### config.mk
export PLATFORM = sky130hd
export DESIGN_NAME = pci_parity_unit
export DESIGN_NICKNAME = d
export VERILOG_FILES = /design/src/rtl/pcipar_pkg.sv /design/src/rtl/pcipar_bus_tracker.sv /design/src/rtl/pcipar_xor_tree.sv /design/src/rtl/pcipar_drive.sv /design/src/rtl/pcipar_check.sv /design/src/rtl/pci_parity_unit.sv
export SDC_FILE = /design/constraint.sdc
export NUM_CORES = 1
export LEC_CHECK = 0
export ABC_AREA = 1
export BUFFER_PORTS_ARGS = -buffer_cell sky130_fd_sc_hd__buf_2
export CAP_MARGIN = 5
export CELL_PAD_IN_SITES_DETAIL_PLACEMENT = 0
export CELL_PAD_IN_SITES_GLOBAL_PLACEMENT = 1
export CORE_UTILIZATION = 28
export DETAILED_ROUTE_END_ITERATION = 6
export GPL_TIMING_DRIVEN = 0
export PLACE_DENSITY = 0.9
export SYNTH_ARGS = -nofsm -noshare
export SYNTH_HDL_FRONTEND = slang
export SYNTH_SLANG_ARGS = --single-unit
export TNS_END_PERCENT = 30
### constraint.sdc
create_clock -name clk -period 1.4 [get_ports clk]
set_input_delay 0.28 -clock clk [delete_from_list [all_inputs] [get_ports clk]]
set_output_delay 0.28 -clock clk [all_outputs]
set_load 0.1 [all_outputs]
### src/rtl/pcipar_pkg.sv
package pcipar_pkg;

    typedef enum logic [1:0] {
        BUS_IDLE = 2'd0,
        BUS_DATA = 2'd1,
        BUS_LAST = 2'd2
    } bus_state_e;

    typedef enum logic [1:0] {
        CHK_NONE = 2'd0,
        CHK_ADDR = 2'd1,
        CHK_DATA = 2'd2
    } chk_kind_e;

endpackage

### src/rtl/pcipar_bus_tracker.sv
module pcipar_bus_tracker
    import pcipar_pkg::*;
(
    input  logic clk,
    input  logic rst_n,
    input  logic frame_n,
    input  logic irdy_n,
    input  logic trdy_n,
    output logic addr_phase,
    output logic irdy_seen,
    output logic trdy_seen,
    output logic xfer_done
);

    bus_state_e st_q;
    bus_state_e st_d;
    logic       in_data;

    // state register
    always_ff @(posedge clk or negedge rst_n) begin
        if (!rst_n) begin
            st_q <= BUS_IDLE;
        end else begin
            st_q <= st_d;
        end
    end

    // phase decode for the current edge
    always_comb begin
        in_data    = (st_q != BUS_IDLE);
        addr_phase = (st_q == BUS_IDLE) && !frame_n;
        irdy_seen  = in_data && !irdy_n;
        trdy_seen  = in_data && !trdy_n;
        xfer_done  = in_data && !irdy_n && !trdy_n;
    end

    // transitions: START, HOLD, FINAL, RETIRE
    always_comb begin
        st_d = st_q;
        unique case (st_q)
            BUS_IDLE: begin
                if (!frame_n) begin
                    st_d = BUS_DATA;
                end
            end
            BUS_DATA: begin
                if (frame_n) begin
                    if (xfer_done || irdy_n) begin
                        st_d = BUS_IDLE;
                    end else begin
                        st_d = BUS_LAST;
                    end
                end
            end
            BUS_LAST: begin
                if (xfer_done || irdy_n) begin
                    st_d = BUS_IDLE;
                end
            end
            default: st_d = BUS_IDLE;
        endcase
    end

    assert_no_double_addr_R11: assert property (
        @(posedge clk) disable iff (!rst_n)
        addr_phase |=> !addr_phase
    ) else $error("address phase recognised on two consecutive edges");

endmodule

### src/rtl/pcipar_xor_tree.sv
module pcipar_xor_tree #(
    parameter int W = 9
) (
    input  logic [W-1:0] vec,
    output logic         odd
);

    logic [W-1:0] chain;

    assign chain[0] = vec[0];

    for (genvar gi = 1; gi < W; gi++) begin : g_link
        assign chain[gi] = chain[gi-1] ^ vec[gi];
    end

    assign odd = chain[W-1];

endmodule

### src/rtl/pcipar_drive.sv
module pcipar_drive
    import pcipar_pkg::*;
(
    input  logic      clk,
    input  logic      rst_n,
    input  logic      bus_odd,
    input  logic      drive_now,
    input  chk_kind_e chk_now,
    input  logic      spc_now,
    input  logic      activity,
    output logic      par_q,
    output logic      par_oe,
    output chk_kind_e chk_q,
    output logic      spc_q
);

    always_ff @(posedge clk or negedge rst_n) begin
        if (!rst_n) begin
            par_q  <= 1'b0;
            par_oe <= 1'b0;
            chk_q  <= CHK_NONE;
            spc_q  <= 1'b0;
        end else begin
            par_q  <= bus_odd;
            par_oe <= drive_now;
            chk_q  <= chk_now;
            spc_q  <= spc_now;
        end
    end

    assert_oe_needs_activity_R4: assert property (
        @(posedge clk) disable iff (!rst_n)
        par_oe |-> $past(activity)
    ) else $error("PAR enabled after an edge with no bus phase");

endmodule

### src/rtl/pcipar_check.sv
module pcipar_check
    import pcipar_pkg::*;
(
    input  logic      clk,
    input  logic      rst_n,
    input  chk_kind_e chk_q,
    input  logic      spc_q,
    input  logic      exp_par,
    input  logic      par_in,
    input  logic      perr_en,
    input  logic      serr_en,
    output logic      perr_n,
    output logic      serr_n,
    output logic      sts_data_perr,
    output logic      sts_addr_perr
);

    logic mismatch;
    logic data_bad;
    logic addr_bad;
    logic perr_q;
    logic serr_q;

    always_comb begin
        mismatch = (par_in != exp_par);
        data_bad = (chk_q == CHK_DATA) && mismatch;
        addr_bad = (chk_q == CHK_ADDR) && mismatch;
    end

    always_ff @(posedge clk or negedge rst_n) begin
        if (!rst_n) begin
            perr_q        <= 1'b0;
            serr_q        <= 1'b0;
            sts_data_perr <= 1'b0;
            sts_addr_perr <= 1'b0;
        end else begin
            perr_q        <= data_bad && perr_en && !spc_q;
            serr_q        <= addr_bad && serr_en;
            sts_data_perr <= sts_data_perr || data_bad;
            sts_addr_perr <= sts_addr_perr || addr_bad;
        end
    end

    assign perr_n = !perr_q;
    assign serr_n = !serr_q;

    assert_serr_one_clock_R6: assert property (
        @(posedge clk) disable iff (!rst_n)
        !serr_n |=> serr_n
    ) else $error("serr_n held low for more than one clock");

    assert_perr_gated_R7: assert property (
        @(posedge clk) disable iff (!rst_n)
        !perr_n |-> $past(perr_en)
    ) else $error("perr_n driven with its enable off");

    assert_serr_gated_R7: assert property (
        @(posedge clk) disable iff (!rst_n)
        !serr_n |-> $past(serr_en)
    ) else $error("serr_n driven with its enable off");

    assert_data_sticky_R9: assert property (
        @(posedge clk) disable iff (!rst_n)
        sts_data_perr |=> sts_data_perr
    ) else $error("data status cleared without reset");

    assert_addr_sticky_R9: assert property (
        @(posedge clk) disable iff (!rst_n)
        sts_addr_perr |=> sts_addr_perr
    ) else $error("address status cleared without reset");

endmodule

### src/rtl/pci_parity_unit.sv
module pci_parity_unit
    import pcipar_pkg::*;
#(
    parameter int AD_W      = 32,
    parameter int LANE_BITS = 8
) (
    input  logic                        clk,
    input  logic                        rst_n,
    input  logic                        frame_n,
    input  logic                        irdy_n,
    input  logic                        trdy_n,
    input  logic [AD_W-1:0]             ad,
    input  logic [AD_W/LANE_BITS-1:0]   cbe_n,
    input  logic                        par_in,
    input  logic                        own_master,
    input  logic                        own_target,
    input  logic                        xfer_write,
    input  logic                        special_cyc,
    input  logic                        perr_en,
    input  logic                        serr_en,
    output logic                        par_out,
    output logic                        par_oe,
    output logic                        perr_n,
    output logic                        serr_n,
    output logic                        sts_data_perr,
    output logic                        sts_addr_perr
);

    localparam int LANES = AD_W / LANE_BITS;

    logic             addr_phase;
    logic             irdy_seen;
    logic             trdy_seen;
    logic             xfer_done;
    logic [LANES-1:0] lane_odd;
    logic             bus_odd;
    logic             drive_now;
    logic             receiver;
    logic             activity;
    chk_kind_e        chk_now;
    chk_kind_e        chk_q;
    logic             spc_q;

    pcipar_bus_tracker u_track (
        .clk        (clk),
        .rst_n      (rst_n),
        .frame_n    (frame_n),
        .irdy_n     (irdy_n),
        .trdy_n     (trdy_n),
        .addr_phase (addr_phase),
        .irdy_seen  (irdy_seen),
        .trdy_seen  (trdy_seen),
        .xfer_done  (xfer_done)
    );

    // each lane folds its data byte with its own command/enable bit
    for (genvar gl = 0; gl < LANES; gl++) begin : g_lane
        pcipar_xor_tree #(.W(LANE_BITS + 1)) u_lane (
            .vec ({cbe_n[gl], ad[gl*LANE_BITS +: LANE_BITS]}),
            .odd (lane_odd[gl])
        );
    end

    pcipar_xor_tree #(.W(LANES)) u_fold (
        .vec (lane_odd),
        .odd (bus_odd)
    );

    always_comb begin
        receiver  = (own_target && xfer_write) || (own_master && !xfer_write);
        drive_now = (addr_phase && own_master)
                 || (irdy_seen && own_master && xfer_write)
                 || (trdy_seen && own_target && !xfer_write);
        activity  = !frame_n || !irdy_n || !trdy_n;
        if (addr_phase && !own_master) begin
            chk_now = CHK_ADDR;
        end else if (xfer_done && receiver) begin
            chk_now = CHK_DATA;
        end else begin
            chk_now = CHK_NONE;
        end
    end

    pcipar_drive u_drive (
        .clk       (clk),
        .rst_n     (rst_n),
        .bus_odd   (bus_odd),
        .drive_now (drive_now),
        .chk_now   (chk_now),
        .spc_now   (special_cyc),
        .activity  (activity),
        .par_q     (par_out),
        .par_oe    (par_oe),
        .chk_q     (chk_q),
        .spc_q     (spc_q)
    );

    pcipar_check u_check (
        .clk           (clk),
        .rst_n         (rst_n),
        .chk_q         (chk_q),
        .spc_q         (spc_q),
        .exp_par       (par_out),
        .par_in        (par_in),
        .perr_en       (perr_en),
        .serr_en       (serr_en),
        .perr_n        (perr_n),
        .serr_n        (serr_n),
        .sts_data_perr (sts_data_perr),
        .sts_addr_perr (sts_addr_perr)
    );

    assert_perr_follows_xfer_R5: assert property (
        @(posedge clk) disable iff (!rst_n)
        !perr_n |-> $past(!irdy_n && !trdy_n, 2)
    ) else $error("perr_n low without a completed phase two edges earlier");

endmodule

==> results.sh, run 1 <==
export IMPL_status="complete, no violations"
export IMPL_coreArea_sq_um=3390
export IMPL_synth_top_area_frac=0.281
export IMPL_drt_iter0_drc=16
export IMPL_cts_root_buf="clkbuf_4"
export IMPL_avgSynthCellArea_sq_um=5.79
export IMPL_worst_pin_slew_ps=492
export IMPL_post_synth_top_count_cell="nand2_1"
export IMPL_synth_fp_nets=221
export IMPL_cts_tree="yes"
export IMPL_firstDrtPassIters=4
export IMPL_crit_buf_inv=1
export IMPL_finalHoldViolCount=0
export IMPL_hpwl_mm=1.54
export IMPL_crit_type="reg2out"
export IMPL_yosys_top_cells_count="nand2_1 (75), inv_1 (38), nand3_1 (16), dfrtp_1 (11)"
export IMPL_synth_distinct_cells=16
export IMPL_htree_levels=1
export IMPL_r2r_start="u_track.st_q[0]$_DFFE_PN0P_"
export IMPL_dpl_instance_area_sq_um=1330
export IMPL_vias=1082
export IMPL_drc=0
export IMPL_synthFlopType="dfrtp_1"
export IMPL_drive_gt1_frac=0.268
export IMPL_worstPathMaxFanout=2
export IMPL_hp_class="in2reg"
export IMPL_wl_mm=1.69
export IMPL_end_kind="output pin"
export IMPL_ys_seq_area_frac=0.275
export IMPL_fin_crit_ps=1330
export IMPL_leakagePower_nw=0.886
export IMPL_grt_max_degree=12
export IMPL_grt_pass1_vias=818
export IMPL_dieHeight_microns=61.8
export IMPL_place_congestion=0.671
export IMPL_drt_antenna_violating_nets=0
export IMPL_setup_tns_ps=0
export IMPL_p_per_area_nw_per_um2=779
export IMPL_post_cts_setup_buffers=0
export IMPL_die_x_microns=61.8
export IMPL_clockBufferDepth=2
export IMPL_io_buffer_count=53
export IMPL_grt_usage=0.0959
export IMPL_cts_sinks=11
export IMPL_design_area_sq_um=1370
export IMPL_min_from="special_cyc"
export IMPL_holdPathStages=1
export IMPL_worst_setup_path_start_kind="register"
export IMPL_r2r_cells=6
export IMPL_grt_antenna_before_repair=0
export IMPL_finalNetCount=280
export IMPL_synth_area_leaders="nand2_1 (28%), dfrtp_1 (27%), inv_1 (14%)"
export IMPL_holdPathEnd="u_drive.spc_q$_DFF_PN0_"
export IMPL_clock_latency_ps=260
export IMPL_cts_reportedPaths_clkPinSlew_ps=60
export IMPL_io_pins=54
export IMPL_worstReg2RegEnd="u_drive.par_oe$_DFF_PN0_"
export IMPL_rows=21
export IMPL_area_delta_synth_final_pct=36.5
export IMPL_critPathSlowestCell="buf_2"
export IMPL_die_area_sq_um=3820
export IMPL_grt_setup_unrepaired="false"
export IMPL_fmax_ghz=0.752
export IMPL_setup_violations=0
export IMPL_vdd_drop_max_v=0.000259
export IMPL_synth_seq_cells=11
export IMPL_ff2ff_setup_slack_ps=260
export IMPL_timing_final_crit_share=0.950
export IMPL_yosysTopAreaCell="nand2_1"
export IMPL_grt_overflow=0
export IMPL_cap_violations=0
export IMPL_netlist_instances=173
export IMPL_start_util=0.296
export IMPL_numCtsBuffers=3
export IMPL_wire_per_inst_microns=6.08
export IMPL_ys_warn_count=0
export IMPL_grt_pass1_wl_mm=2.87
export IMPL_viasPerCell=3.91
export IMPL_antennaDiodeCount=0
export IMPL_fin_skew_ps=0.332
export IMPL_layout_cells_non_filler=277
export IMPL_dp_cells=272
export IMPL_slew_headroom=0.674
export IMPL_cp_cell_sequence="buf_2"
export IMPL_cp_slowest_stage_delay_ps=420
export IMPL_syn_area_sq_um=1000
export IMPL_synth_edff_count=0
export IMPL_async_reset_ff_frac=1.00
export IMPL_finalMaxSlewViolations=0
export IMPL_arrival_ps=1050
export IMPL_cpLargestDelayFamily="buffers and inverters"
export IMPL_cp_required_ps=1120
-- worst register-to-register path, delay by kind of cell, from the launching register on --
kind                   cells  cell delay, ps
AOI/OAI and AO/OA          2             150
buffers and inverters      1              60
DFF                        1             390
and+or+nand+nor            3             480
-- report_power, final --
part	total, mW	internal (mW)	switching (mW)
sequential	0.360	0.345	0.0146
combinational	0.505	0.174	0.331
clock	0.201	0.110	0.0912
total	1.07	0.628	0.437
-- layer usage --
layer,GRT usage,up-vias,wire length [microns]
li1,-,621,-
met1,0.122,430,823
met2,0.161,31,750
met3,0.0166,0,110
met4,0.0381,0,0
met5,0,-,0
-- logic make-up (layout without fill, tap and decap cells) --
family                    Yosys count  after routing  synth area share
AOI/OAI and AO/OA                   4              4            0.0250
xor gates and xnor gates           13             13             0.114
buffers and inverters              39             97             0.146
DFF                                11             11             0.275
and+or+nand+nor                   106            106             0.441
-- flip-flops by register name, summed over array words and instances (netlist names) --
| name | count |
|---|---|
| u_check.sts_data_perr | 1 |
| u_drive.par_q | 1 |
| u_check.sts_addr_perr | 1 |
| u_drive.spc_q | 1 |
| u_check.perr_q | 1 |
| u_drive.par_oe | 1 |
| u_check.serr_q | 1 |
| u_track.st_q | 2 |
| u_drive.chk_q | 2 |
-- stage by stage --
| stage | util | power, mW | hold slack (ps) | setup slack [ps] |
|---|---|---|---|---|
| 3_3_place_gp | 0.391 | 0.868 | 151 | 67.2 |
| 4_1_cts | 0.402 | 1.09 | 115 | 25.1 |
| 2_1_floorplan | - | 0.733 | -15.6 | 194 |
| 6_report | 0.403 | 1.07 | 126 | 70.4 |
| 5_1_grt | 0.403 | 1.17 | 105 | 27.8 |
| 3_5_place_dp | 0.391 | 0.872 | 153 | 60.2 |
-- repair_timing --
action                                  CTS  global route
hold endpoints to repair                 11             0
endpoints found under the setup margin    0             2
gates resized for setup                   0             2
hold buffers                              1             0
-- cell type report --
type	count	area, sq um
fill	372	2020
inverter	39	146
timing repair buffer	54	280
clock buffer	4	26.3
tap	46	57.6
sequential	11	277
multi-input combinational	123	581
-- worst max path at each step --
stage                                         start                      end  cells past startpoint
finish                      u_drive.par_q$_DFF_PN0_                  par_out                      1
global route        u_check.sts_data_perr$_DFF_PN0_            sts_data_perr                      1
CTS                        u_check.serr_q$_DFF_PN0_                   serr_n                      2
detailed placement                           ad[17]  u_drive.par_q$_DFF_PN0_                     12
global placement                             ad[17]  u_drive.par_q$_DFF_PN0_                     12
floorplan                  u_check.perr_q$_DFF_PN0_                   perr_n                      1
-- cell usage in the layout (no fill, tap or decap), drive strengths merged, types with 6 or more instances in the layout --
master | Yosys | routed
buf | 0 | 51
clkbuf | 0 | 6
dfrtp | 11 | 11
inv | 39 | 39
nand2 | 77 | 77
nand3 | 16 | 16
nor2 | 8 | 8
xnor2 | 6 | 6
xor2 | 7 | 7
No activity file was read; power rests on OpenSTA's default activity.
==> run 2, diff against run 1 <==
PLACE_DENSITY = 0.8   (was 0.9)
TNS_END_PERCENT = not set   (was 30)
==> run 2 against run 1 <==
  * Largest cell class unchanged
  * Sequential share of layout area did not move
  * Critical path depth is the same
  * Setup slack gained 4.0 ps
  * Power up 0.36%
  * Critical endpoint unchanged
  * Cell count unchanged
  * Cell area stayed put
  * Sequential power barely moved
  * Via count is 0.83% lower
  * Worst hold slack better by 6.2 ps
  * First-iteration DRC count grew to 3.1 times the previous value
  * Register-to-register slack got worse by 30 ps
  * Wire length increased by 2.1%
==> results.sh, run 2 (same netlist as run 1, synthesis figures left out) <==
export IMPL_status="complete, no violations"
export IMPL_coreArea_sq_um=3390
export IMPL_mostFrequentLayoutCells="nand2_1 (75), buf_2 (51), inv_1 (38)"
export IMPL_io_pins=54
export IMPL_regArea_sq_um=277
export IMPL_grt_max_degree=12
export IMPL_viasPerCell=3.87
export IMPL_cts_sinks=11
export IMPL_arrival_ps=1050
export IMPL_place_congestion=0.632
export IMPL_rows=21
export IMPL_dieHeight_microns=61.8
export IMPL_clock_latency_ps=260
export IMPL_worstPathMaxFanout=2
export IMPL_vias=1073
export IMPL_io_buffer_count=53
export IMPL_cts_tree="yes"
export IMPL_crit_type="reg2out"
export IMPL_slew_headroom=0.676
export IMPL_cp_cell_sequence="buf_2"
export IMPL_dp_cells=272
export IMPL_cp_required_ps=1120
export IMPL_setup_tns_ps=0
export IMPL_finalNetCount=280
export IMPL_fin_hold_ws_ps=132
export IMPL_dp_slack_ps=50.5
export IMPL_ff2ff_setup_slack_ps=230
export IMPL_pwr_share_seq=0.336
export IMPL_cts_root_buf="clkbuf_4"
export IMPL_timing_final_crit_share=0.947
export IMPL_leakagePower_nw=0.886
export IMPL_grt_pass1_vias=839
export IMPL_clockBufferDepth=2
export IMPL_wl_mm=1.72
export IMPL_vdd_drop_max_v=0.000316
export IMPL_die_x_microns=61.8
export IMPL_nFillCells=363
export IMPL_fin_crit_ps=1330
export IMPL_dr_wl_met3_microns=98
export IMPL_cpLargestDelayFamily="buffers and inverters"
export IMPL_hpwl_mm=1.57
export IMPL_clkPwrFrac=0.193
export IMPL_grt_setup_unrepaired="false"
export IMPL_worst_pin_slew_ps=489
export IMPL_power_switching_uw=441
export IMPL_p_comb_frac=0.471
export IMPL_drive_gt1_frac=0.268
export IMPL_utilization=0.403
export IMPL_worst_setup_path_start_kind="register"
export IMPL_wl_met2_microns=777
export IMPL_swShare=0.413
export IMPL_drt_iter0_drc=49
export IMPL_crit_buf_inv=1
export IMPL_cap_violations=0
export IMPL_drc=0
export IMPL_setup_violations=0
export IMPL_cp_slowest_stage_delay_ps=420
export IMPL_p_per_area_nw_per_um2=782
export IMPL_top_regs="u_drive.chk_q: 2 flops, u_track.st_q: 2 flops"
export IMPL_wl_met1_microns=845
export IMPL_fin_skew_ps=7.89
export IMPL_grt_pass1_wl_mm=2.86
export IMPL_area_delta_synth_final_pct=36.5
export IMPL_start_util=0.296
export IMPL_fin_ws_ps=74.4
export IMPL_firstDrtPassIters=4
export IMPL_end_kind="output pin"
export IMPL_drt_antenna_violating_nets=0
export IMPL_die_area_sq_um=3820
export IMPL_numCtsBuffers=3
export IMPL_top_layer="met3"
export IMPL_wire_per_inst_microns=6.21
export IMPL_final_common_cell="nand2_1"
export IMPL_grt_overflow=0
export IMPL_critPathSlowestCell="buf_2"
export IMPL_layout_cells_non_filler=277
export IMPL_grt_antenna_before_repair=0
export IMPL_multiInputGateArea_sq_um=581
export IMPL_finalHoldViolCount=0
export IMPL_hp_class="in2reg"
export IMPL_grt_usage=0.0940
export IMPL_p_int_uw=628
export IMPL_finalMaxSlewViolations=0
export IMPL_fmax_ghz=0.754
export IMPL_antennaDiodeCount=0
export IMPL_cts_reportedPaths_clkPinSlew_ps=60
export IMPL_htree_levels=1
## run 2: cell counts in the layout (fill, tap and decap cells not counted)
No cell type changed its count.
## run 2: cell type report
class	count	share of cell area
clock buffers	4	0.0192
inverters	39	0.107
multi-input cells	123	0.425
flip-flops and latches	11	0.202
well taps	46	0.0421
repair buffers	54	0.205
## run 2: per-stage QoR
step | instance area, sq um | total power [mW]
after global placement | 1330 | 0.871
final | 1370 | 1.07
after floorplan | 1000 | 0.733
after global routing | 1370 | 1.17
after detailed placement | 1330 | 0.875
after CTS | 1360 | 1.09
## run 2: worst paths after layout
path	start	endpoint	cells after the start
setup / recovery	u_drive.par_q$_DFF_PN0_	par_out	1
hold / removal	special_cyc	u_drive.spc_q$_DFF_PN0_	1
setup reg to reg	u_track.st_q[1]$_DFFE_PN0P_	u_drive.par_oe$_DFF_PN0_	6
hold reg to reg	u_drive.spc_q$_DFF_PN0_	u_check.perr_q$_DFF_PN0_	1
max in group asynchronous	rst_n	u_drive.par_q$_DFF_PN0_	2
min in group asynchronous	rst_n	u_check.sts_addr_perr$_DFF_PN0_	2
## run 2: repair_timing
action	CTS	global route
gates resized for setup	0	2
setup endpoints to repair	0	2
hold buffers	1	0
buffers inserted	0	0
hold endpoints to repair	11	0
## run 2: per-layer routing
layer  track usage  vias to the layer above
li1              -                      620
met5             0                        -
met1         0.121                      422
met4        0.0286                        0
met2         0.167                       31
met3       0.00621                        0
## run 2: power groups by stage
| stage | Sequential (mW) | Clock, mW | Combinational, mW |
|---|---|---|---|
| after floorplan | 0.482 | 0 | 0.251 |
| after global placement | 0.366 | 0 | 0.505 |
| after detailed placement | 0.366 | 0 | 0.509 |
| after CTS | 0.360 | 0.218 | 0.512 |
| after global routing | 0.364 | 0.226 | 0.577 |
| final | 0.359 | 0.206 | 0.504 |
==> run 3, diff against run 2 <==
HOLD_SLACK_MARGIN = 0.15   (was not set)
SETUP_SLACK_MARGIN = 0.1   (was not set)
TNS_END_PERCENT = 10   (was not set)
==> run 3 against run 2 <==
  * Global-route usage is the same
  * Non-clock buffer count grew 1
  * Critical endpoint is now sts_addr_perr
  * Highest routed layer unchanged
  * Sequential share of layout area shrank 0.18 points
  * Worst hold slack gained 53 ps
==> results.sh, run 3 (same netlist as run 1, synthesis figures left out) <==
export IMPL_place_congestion=0.632
export IMPL_grt_setup_unrepaired="true"
export IMPL_cp_slowest_stage_delay_ps=420
export IMPL_grt_antenna_before_repair=0
export IMPL_drc=0
export IMPL_end_kind="output pin"
export IMPL_cts_tree="yes"
export IMPL_grt_pass1_wl_mm=2.86
export IMPL_dieHeight_microns=61.8
export IMPL_grt_max_degree=12
export IMPL_io_pins=54
export IMPL_drt_antenna_violating_nets=0
export IMPL_worstPathMaxFanout=2
export IMPL_io_buffer_count=53
export IMPL_cts_sinks=11
export IMPL_worst_setup_path_start_kind="register"
export IMPL_grt_usage=0.0940
export IMPL_worst_pin_slew_ps=488
export IMPL_start_util=0.296
export IMPL_arrival_ps=1030
export IMPL_wire_per_inst_microns=6.23
export IMPL_htree_levels=1
export IMPL_final_common_cell="nand2_1"
export IMPL_vdd_drop_max_v=0.000294
export IMPL_drt_iter0_drc=47
export IMPL_vias=1076
export IMPL_antennaDiodeCount=0
export IMPL_design_area_sq_um=1380
export IMPL_cp_cell_sequence="buf_2"
export IMPL_dp_slack_ps=50.5
export IMPL_wl_mm=1.73
export IMPL_finalHoldViolCount=0
export IMPL_firstDrtPassIters=4
export IMPL_area_delta_synth_final_pct=37.7
export IMPL_top_regs="u_drive.chk_q: 2 flops, u_track.st_q: 2 flops"
export IMPL_clock_latency_ps=260
export IMPL_cts_reportedPaths_clkPinSlew_ps=70
export IMPL_hp_class="in2reg"
export IMPL_clockBufferDepth=2
export IMPL_fin_ws_ps=89.6
export IMPL_ff2ff_setup_slack_ps=230
export IMPL_dpl_instance_area_sq_um=1330
export IMPL_cp_required_ps=1120
export IMPL_die_area_sq_um=3820
export IMPL_die_x_microns=61.8
export IMPL_utilization=0.407
export IMPL_critPathSlowestCell="buf_2"
export IMPL_post_cts_setup_buffers=0
export IMPL_status="complete, no violations"
export IMPL_power_mw=1.08
export IMPL_setup_violations=0
export IMPL_grt_overflow=0
export IMPL_leakagePower_nw=0.891
export IMPL_cap_violations=0
export IMPL_hpwl_mm=1.57
export IMPL_drive_gt1_frac=0.267
export IMPL_setup_tns_ps=0
export IMPL_timing_final_crit_share=0.936
export IMPL_slew_headroom=0.677
export IMPL_viasPerCell=3.87
export IMPL_finalNetCount=281
export IMPL_p_per_area_nw_per_um2=781
export IMPL_fmax_ghz=0.763
export IMPL_fin_hold_ws_ps=186
export IMPL_cpLargestDelayFamily="buffers and inverters"
export IMPL_crit_type="reg2out"
export IMPL_cts_root_buf="clkbuf_4"
export IMPL_finalMaxSlewViolations=0
export IMPL_fin_crit_ps=1310
export IMPL_numCtsBuffers=3
export IMPL_rows=21
export IMPL_mostFrequentLayoutCells="nand2_1 (75), buf_2 (50), inv_1 (38)"
export IMPL_crit_buf_inv=1
export IMPL_dp_cells=272
export IMPL_fin_skew_ps=7.89
export IMPL_coreArea_sq_um=3390
export IMPL_grt_pass1_vias=839
export IMPL_layout_cells_non_filler=278
run 3: worst register-to-register path: stages (launching register included):
cell,delay [ps]
dfrtp_1,400
nor2_1,130
inv_1,60
or2_2,280
o21ai_0,70
nand2_1,60
o21ai_0,70
run 3: area by class of cell:
cell class                      instances  area, sq um
Fill cell                             360         2010
Multi-Input combinational cell        123          581
Timing Repair Buffer                   55          293
Sequential cell                        11          277
Inverter                               39          146
Tap cell                               46         57.6
Clock buffer                            4         26.3
run 3: path summary, 6_finish.rpt:
path / from / end / cells past startpoint
setup / recovery: u_check.sts_addr_perr$_DFF_PN0_ / sts_addr_perr / 1
hold / removal: trdy_n / u_drive.chk_q[1]$_DFF_PN0_ / 2
setup reg to reg: u_track.st_q[1]$_DFFE_PN0P_ / u_drive.par_oe$_DFF_PN0_ / 6
hold reg to reg: u_drive.spc_q$_DFF_PN0_ / u_check.perr_q$_DFF_PN0_ / 1
max in group asynchronous: rst_n / u_drive.par_q$_DFF_PN0_ / 2
min in group asynchronous: rst_n / u_check.sts_addr_perr$_DFF_PN0_ / 2
run 3: report_power, final:
part	leakage [nW]	total, mW	internal (mW)	switching (mW)
logic	0.742	0.513	0.182	0.331
registers	0.134	0.360	0.345	0.0150
clock network	0.0150	0.206	0.110	0.0960
run 3: metal layers:
metal  global-route usage  part of all wire  vias to the layer above
met2                0.167              0.45                       31
met5                    0                 0                        -
met1                0.121              0.49                      423
met4               0.0286                 0                        0
li1                     -                 -                      622
met3              0.00621             0.055                        0
run 3: what timing repair did:
item / in CTS / in global routing
resized for setup: 1 / 2
endpoints found under the hold margin: 12 / 0
setup endpoints to repair: 5 / 5
hold buffers: 2 / 0
cloned: 0 / 0
